$ cat config.mk
export PLATFORM = sky130hd
export DESIGN_NAME = sfc_coinc_top
export DESIGN_NICKNAME = d
export VERILOG_FILES = /design/src/rtl/sfc_pkg.sv /design/src/rtl/sfc_sync.sv /design/src/rtl/sfc_group_or.sv /design/src/rtl/sfc_fold_ring.sv /design/src/rtl/sfc_coinc_top.sv
export SDC_FILE = /design/constraint.sdc
export NUM_CORES = 1
export LEC_CHECK = 0
export ABC_AREA = 0
export BUFFER_PORTS_ARGS = -buffer_cell sky130_fd_sc_hd__buf_2
export CORE_MARGIN = 4
export CORE_UTILIZATION = 44
export CTS_CLUSTER_DIAMETER = 120
export DETAILED_ROUTE_END_ITERATION = 10
export GPL_TIMING_DRIVEN = 1
export PLACE_DENSITY = 0.77
export SETUP_SLACK_MARGIN = 0.4
export SKIP_LAST_GASP = 1
export SYNTH_ARGS = -nofsm -noshare
export SYNTH_HDL_FRONTEND = slang
export SYNTH_SLANG_ARGS = --single-unit
$ cat constraint.sdc
create_clock -name clk -period 1.21 [get_ports clk]
set_input_delay 0 -clock clk [delete_from_list [all_inputs] [get_ports clk]]
set_output_delay 0 -clock clk [all_outputs]
set_load 0.005 [all_outputs]
$ cat src/rtl/sfc_pkg.sv
package sfc_pkg;
  localparam int SFC_STRIPS = 32;
  localparam int SFC_GROUPS = 8;
  localparam int SFC_FOLDS  = 4;
endpackage

$ cat src/rtl/sfc_sync.sv
module sfc_sync #(
  parameter int W = 32
) (
  input  logic         clk,
  input  logic         rst_n,
  input  logic [W-1:0] d_i,
  output logic [W-1:0] q_o
);
  logic [W-1:0] meta_q;
  logic [W-1:0] meta_d;
  logic [W-1:0] stab_q;
  logic [W-1:0] stab_d;
  logic         samp_en;

  assign samp_en = 1'b1;

  always_comb begin
    meta_d = meta_q;
    stab_d = stab_q;
    if (samp_en) begin
      meta_d = d_i;
      stab_d = meta_q;
    end
  end

  always_ff @(posedge clk or negedge rst_n) begin
    if (!rst_n) begin
      meta_q <= '0;
      stab_q <= '0;
    end else begin
      meta_q <= meta_d;
      stab_q <= stab_d;
    end
  end

  assign q_o = stab_q;
endmodule

$ cat src/rtl/sfc_group_or.sv
module sfc_group_or #(
  parameter int STRIPS = 32,
  parameter int GROUPS = 8
) (
  input  logic [STRIPS-1:0] strip_i,
  input  logic [STRIPS-1:0] mask_i,
  output logic [GROUPS-1:0] group_o
);
  localparam int MEMBERS = STRIPS / GROUPS;

  logic [STRIPS-1:0] live;
  assign live = strip_i & ~mask_i;

  for (genvar g = 0; g < GROUPS; g++) begin : g_grp
    logic acc;
    always_comb begin
      acc = 1'b0;
      for (int j = 0; j < MEMBERS; j++) begin
        acc = acc | live[g + j*GROUPS];
      end
    end
    assign group_o[g] = acc;
  end
endmodule

$ cat src/rtl/sfc_fold_ring.sv
module sfc_fold_ring #(
  parameter int GROUPS = 8,
  parameter int FOLDS  = 4
) (
  input  logic [GROUPS-1:0] group_i,
  output logic [FOLDS-1:0]  fold_o
);
  for (genvar m = 1; m <= FOLDS; m++) begin : g_fold
    logic [GROUPS-1:0] win;
    for (genvar k = 0; k < GROUPS; k++) begin : g_start
      logic all_on;
      always_comb begin
        all_on = 1'b1;
        for (int j = 0; j < m; j++) begin
          all_on = all_on & group_i[(k + j) % GROUPS];
        end
      end
      assign win[k] = all_on;
    end
    assign fold_o[m-1] = |win;
  end
endmodule

$ cat src/rtl/sfc_coinc_top.sv
module sfc_coinc_top #(
  parameter int STRIPS = sfc_pkg::SFC_STRIPS,
  parameter int GROUPS = sfc_pkg::SFC_GROUPS,
  parameter int FOLDS  = sfc_pkg::SFC_FOLDS
) (
  input  logic              clk,
  input  logic              rst_n,
  input  logic [STRIPS-1:0] strip_i,
  input  logic [STRIPS-1:0] mask_i,
  output logic [GROUPS-1:0] group_o,
  output logic [FOLDS-1:0]  fold_o
);
  logic [STRIPS-1:0] strip_sync;
  logic [GROUPS-1:0] grp_comb;
  logic [FOLDS-1:0]  fold_comb;
  logic [GROUPS-1:0] grp_q, grp_d;
  logic [FOLDS-1:0]  fold_q, fold_d;
  logic              out_en;

  sfc_sync #(.W(STRIPS)) u_sync (
    .clk   (clk),
    .rst_n (rst_n),
    .d_i   (strip_i),
    .q_o   (strip_sync)
  );

  sfc_group_or #(.STRIPS(STRIPS), .GROUPS(GROUPS)) u_grp (
    .strip_i (strip_sync),
    .mask_i  (mask_i),
    .group_o (grp_comb)
  );

  sfc_fold_ring #(.GROUPS(GROUPS), .FOLDS(FOLDS)) u_ring (
    .group_i (grp_comb),
    .fold_o  (fold_comb)
  );

  assign out_en = 1'b1;

  always_comb begin
    grp_d  = grp_q;
    fold_d = fold_q;
    if (out_en) begin
      grp_d  = grp_comb;
      fold_d = fold_comb;
    end
  end

  always_ff @(posedge clk or negedge rst_n) begin
    if (!rst_n) begin
      grp_q  <= '0;
      fold_q <= '0;
    end else begin
      grp_q  <= grp_d;
      fold_q <= fold_d;
    end
  end

  assign group_o = grp_q;
  assign fold_o  = fold_q;
endmodule

After elaboration in Yosys (flattened, before gate mapping):

Index checks and enable logic that the tools add are counted.

* reduce and logical (&&, ||, !) cells: 4
* bitwise logic cells: 50

Operators with widths (count)
* 32-bit bitwise AND: 1
* 32-bit inverter: 1
* 8-bit OR reduction: 4
* 1-bit bitwise AND: 24
* 1-bit OR: 24

* output and inout bits: 12
* flip-flop bits (word level): 76
* logic and storage cells: 58

Depth between registers and ports, before layout:

* depth in word-level cells: 9
* mapped depth: 5

Cells and area by module:

Synthesis repeated with hierarchy kept, for this count alone.

* cells, all modules: 142
* area total of the unflattened synthesis: 2377.3 um^2

Modules (own cells, without submodules)
* sfc_sync: cells an instance 64, instances 1, sequential area each 1601.5 um^2, area an instance 1601.5 um^2
* sfc_group_or: cells an instance 48, instances 1, sequential area each 0.0 um^2, area an instance 360.3 um^2
* sfc_coinc_top: cells an instance 12, instances 1, sequential area each 300.3 um^2, area an instance 300.3 um^2
* sfc_fold_ring: cells an instance 18, instances 1, sequential area each 0.0 um^2, area an instance 115.1 um^2

Least setup slack after synthesis:

OpenSTA, ideal clock, no wires.

* path kind: flip-flop to flip-flop
* from: reg u_sync.stab_q[30], in the netlist u_sync.q_o[30]
* to: reg fold_q[2], in the netlist fold_o[2]
* arrival: 1.092 ns
* cell stages (with the launch flop): 5
* clock period less this slack: 1.218 ns
* setup slack: -0.008 ns
* cell sequence: dfrtp_1 > nand2b_4 > o2111ai_4 > and2_4 > a221o_1

* longest elaborated chain between the ends: 5

RTL lines
* start: declaration: line sfc_sync.sv:11 `logic [W-1:0] stab_q;`
* start signal: assignment: line sfc_sync.sv:32 `stab_q <= stab_d;`
* 32-bit bitwise AND (*): line sfc_group_or.sv:12 `assign live = strip_i & ~mask_i;`
* 1-bit OR (*): line sfc_group_or.sv:19 `acc = acc | live[g + j*GROUPS];`
* named net u_grp.g_grp[6].acc: line sfc_group_or.sv:15 `logic acc;`
* 1-bit bitwise AND (2 in a row): line sfc_fold_ring.sv:15 `all_on = all_on & group_i[(k + j) % GROUPS];`
* 8-bit OR reduction (*): line sfc_fold_ring.sv:20 `assign fold_o[m-1] = |win;`
* named net fold_comb[2]: line sfc_coinc_top.sv:15 `logic [FOLDS-1:0] fold_comb;`
* end signal: assignment: line sfc_coinc_top.sv:55 `fold_q <= fold_d;`
* end: declaration: line sfc_coinc_top.sv:17 `logic [FOLDS-1:0] fold_q, fold_d;`

The timed path passes the listed nets; every way through them passes the cells marked *.

Final worst setup path:

* from: reg u_sync.stab_q[15], in the netlist u_sync.q_o[15]
* to: reg fold_q[2], in the netlist fold_o[2]

* longest elaborated chain between the ends: 7

RTL lines (line)
* 32-bit bitwise AND (*): sfc_group_or.sv:12
* 1-bit OR (*) (3 in a row): sfc_group_or.sv:19
* named net u_grp.g_grp[7].acc: sfc_group_or.sv:15
* 1-bit bitwise AND (2 in a row): sfc_fold_ring.sv:15
* 8-bit OR reduction (*): sfc_fold_ring.sv:20
* named net fold_comb[2]: sfc_coinc_top.sv:15

Marked as above.

==> metrics.txt <==
number of synthesized flops with an enable pin=0; number of cells on the critical path=4; post-synth top area share=80.2%; synthesized net count=204; Non-Filler Instances=342; Max Clk Rate=0.771 GHz; Yosys top cell by area=dfrtp_1; CTS tree=yes; cells after synthesis=138; Initial Util=45.9%; Post-Syn Area=0.00237 mm2; CP max FO=4; Main synth FF type=dfrtp_1; Sw Ratio=21.2%; number of port buffers=77; worst skew pair latency=0.34 ns; area of the multi-input gates=505 um2; met2 Usage GRT=27.4%; status=finished, violations left; MaxCap Viol Count=0; Critical Path AT=1.52 ns; failing checks=hold timing, setup timing; Sequential Area=0.00190 mm2; Tightest Hold Check Type=primary input to register; combinational power share=9.6%; met3 usage=6.36%; drt via density=4.52; via count=1,546; PD cells=1550 mW/mm2; most numerous cell in the Yosys netlist=dfrtp_1; first-pass GRT wire length=7.04 mm; Die ar.=0.00663 mm2; crit share post-route=107%; Int Pwr=4.35 mW; register-to-register setup slack=-0.09 ns; largest net degree at the start of global routing=77; crit-path max cell delay=0.37 ns; placed cells=290; data required time at the worst endpoint=1.43 ns; fin worst setup slack=-0.0876 ns; r2r worst-path depth=4; total leakage power=1.64 nW; Fillers=356; Layout Utilization=68.9%; P_sw=1.17 mW; # setup viols final=4; WL final=4.52 mm; Slew HR=75.2%; antenna-violating nets left=0; unrepaired setup endpoints after global routing=yes; CTS root buffer=clkbuf_8; Post-synth top cells=dfrtp_1, nand2b_1, inv_1, nand2_1, o2111ai_2; WS Path Type=register to register; ys async rst share=100%; GRT Resource Usage Total=15.1%; Die Height=81.4 um; Buffers & Inverters on Critical Path=0; vias in the first global route=1,598; Antenna diodes=0; HPWL Detailed=2.96 mm; gp weighted congestion=0.711; area delta synth->final=50.2%; Slowest cell on crit path=dfrtp_1; crit path time final=1.30 ns; CTS Sinks=76; register area share after synthesis=80.2%; crit path capture type=register; Cell variety after synth=19; startpoint class of the critical path=register; gr busiest metal=met2; VDD IR-drop max=1.10 mV; First DRT Iteration DRCs=121; CTS Buffer Depth=2; CTS H-Tree Depth=3; clock-pin slew on the worst setup and hold paths=0.08 ns; Hold Slack=-0.0210 ns; sequential power share=49.2%; Ports=78; largest cells by area after synthesis=dfrtp_1, nand2b_1, o2111ai_4; CP delay by family, top=compound AO/OA/AOI/OAI gates; hold-fix buffers at CTS=33; synthesized flop and latch total=76; clock share of power=41.3%; Worst-Margin Slew=0.372 ns; Worst Hold Depth=2; GRT overflow=0; CTS Buf Count=9; TritonRoute pass-1 iters=4; Row Count=26; ratio of cells with drive above 1 in the final layout=43.0%; initial antenna violation count=0; core area=0.00517 mm2; syn avg cell area=17.2 um2; CP cell instances=nand2b_1 > o2111ai_4 > and2_4 > a221o_1; Die W=81.4 um; met1 GRT Util=14.1%; Ys Warns=0; Pins Over Slew Limit=0; Hold Violations, Final=6; drt wl/cell=13.2 um; DRC violations left=0; skew final=0.00681 ns; Final #Nets=333
[placed cells by master (no fill, tap or decap), drive strengths merged]
| master | n |
|---|---|
| dfrtp | 76 |
| o21ai | 4 |
| clkbuf | 9 |
| nor4 | 2 |
| o2111ai | 8 |
| a22oi | 1 |
| clkinv | 2 |
| nor2 | 2 |
| buf | 85 |
| a22o | 1 |
| o22ai | 2 |
| clkinvlp | 1 |
| a221o | 1 |
| a21oi | 1 |
| bufinv | 3 |
| nand2 | 6 |
| nand2b | 24 |
| nand4 | 1 |
| and2 | 1 |
| inv | 9 |
| dlygate4sd3 | 33 |
[what timing repair did]
action / 4_1_cts / 5_1_grt
setup buffers: 2 / 1
endpoints found under the setup margin: 21 / 24
resized for setup: 4 / 3
pin swaps: 5 / 7
endpoints found under the hold margin: 116 / 7
[layout make-up]
class / instances / area share, %
clock buffers: 9 / 3.48
clock inverters: 7 / 3.48
inverters: 8 / 0.843
multi-input cells: 54 / 14.2
flip-flops and latches: 76 / 53.4
well taps: 70 / 2.46
repair buffers: 118 / 22.2
[per-layer routing]
metal	part of all wire, %	wire, um
met1	34	1520
met2	56	2550
met3	8.2	371
met4	1.8	80
met5	0	0
[state kept, by name, summed over array words and instances (netlist names)]
| register | count |
|---|---|
| fold_o | 4 |
| group_o | 8 |
| u_sync.meta_q | 32 |
| u_sync.q_o | 32 |
[power groups by stage]
stage | logic, mW | clock network, mW | registers (mW)
final | 0.527 | 2.28 | 2.72
after global routing | 0.579 | 2.47 | 2.73
after CTS | 0.516 | 2.37 | 2.72
after global placement | 0.388 | 0 | 2.76
after floorplan | 0.153 | 0 | 2.76
after detailed placement | 0.400 | 0 | 2.77
[path summary, 6_finish.rpt]
path                                   startpoint             end
worst max-delay path               u_sync.q_o[15]       fold_o[2]
worst min register to register  u_sync.meta_q[23]  u_sync.q_o[23]
max in group asynchronous                   rst_n  u_sync.q_o[12]
worst min-delay path                   mask_i[13]      group_o[5]
min in group asynchronous                   rst_n       fold_o[1]
worst max register to register     u_sync.q_o[15]       fold_o[2]
[cells by family (layout without fill, tap and decap cells)]
logic type / Yosys count / in the layout / share of synthesized area [%]
flip-flops: 76 / 76 / 80.2
AND/OR/NAND/NOR: 36 / 36 / 9.39
AO/OA/AOI/OAI: 18 / 18 / 9.18
buffers and inverters: 8 / 142 / 1.27
[per-stage QoR]
step                area [um2]  hold WS [ns]  power [mW]  worst slack [ns]  setup TNS (ns)
floorplan                 2370        -0.296        2.92            0.0176               0
global placement          2900        0.0411        3.15           -0.0426         -0.0818
detailed placement        2900        0.0413        3.17           -0.0758          -0.179
CTS                       3540       -0.0661        5.60           -0.0637          -0.119
global route              3560       -0.0335        5.77            -0.159          -0.547
finish                    3560       -0.0210        5.52           -0.0876          -0.203
(Power assumes the default switching activity.)
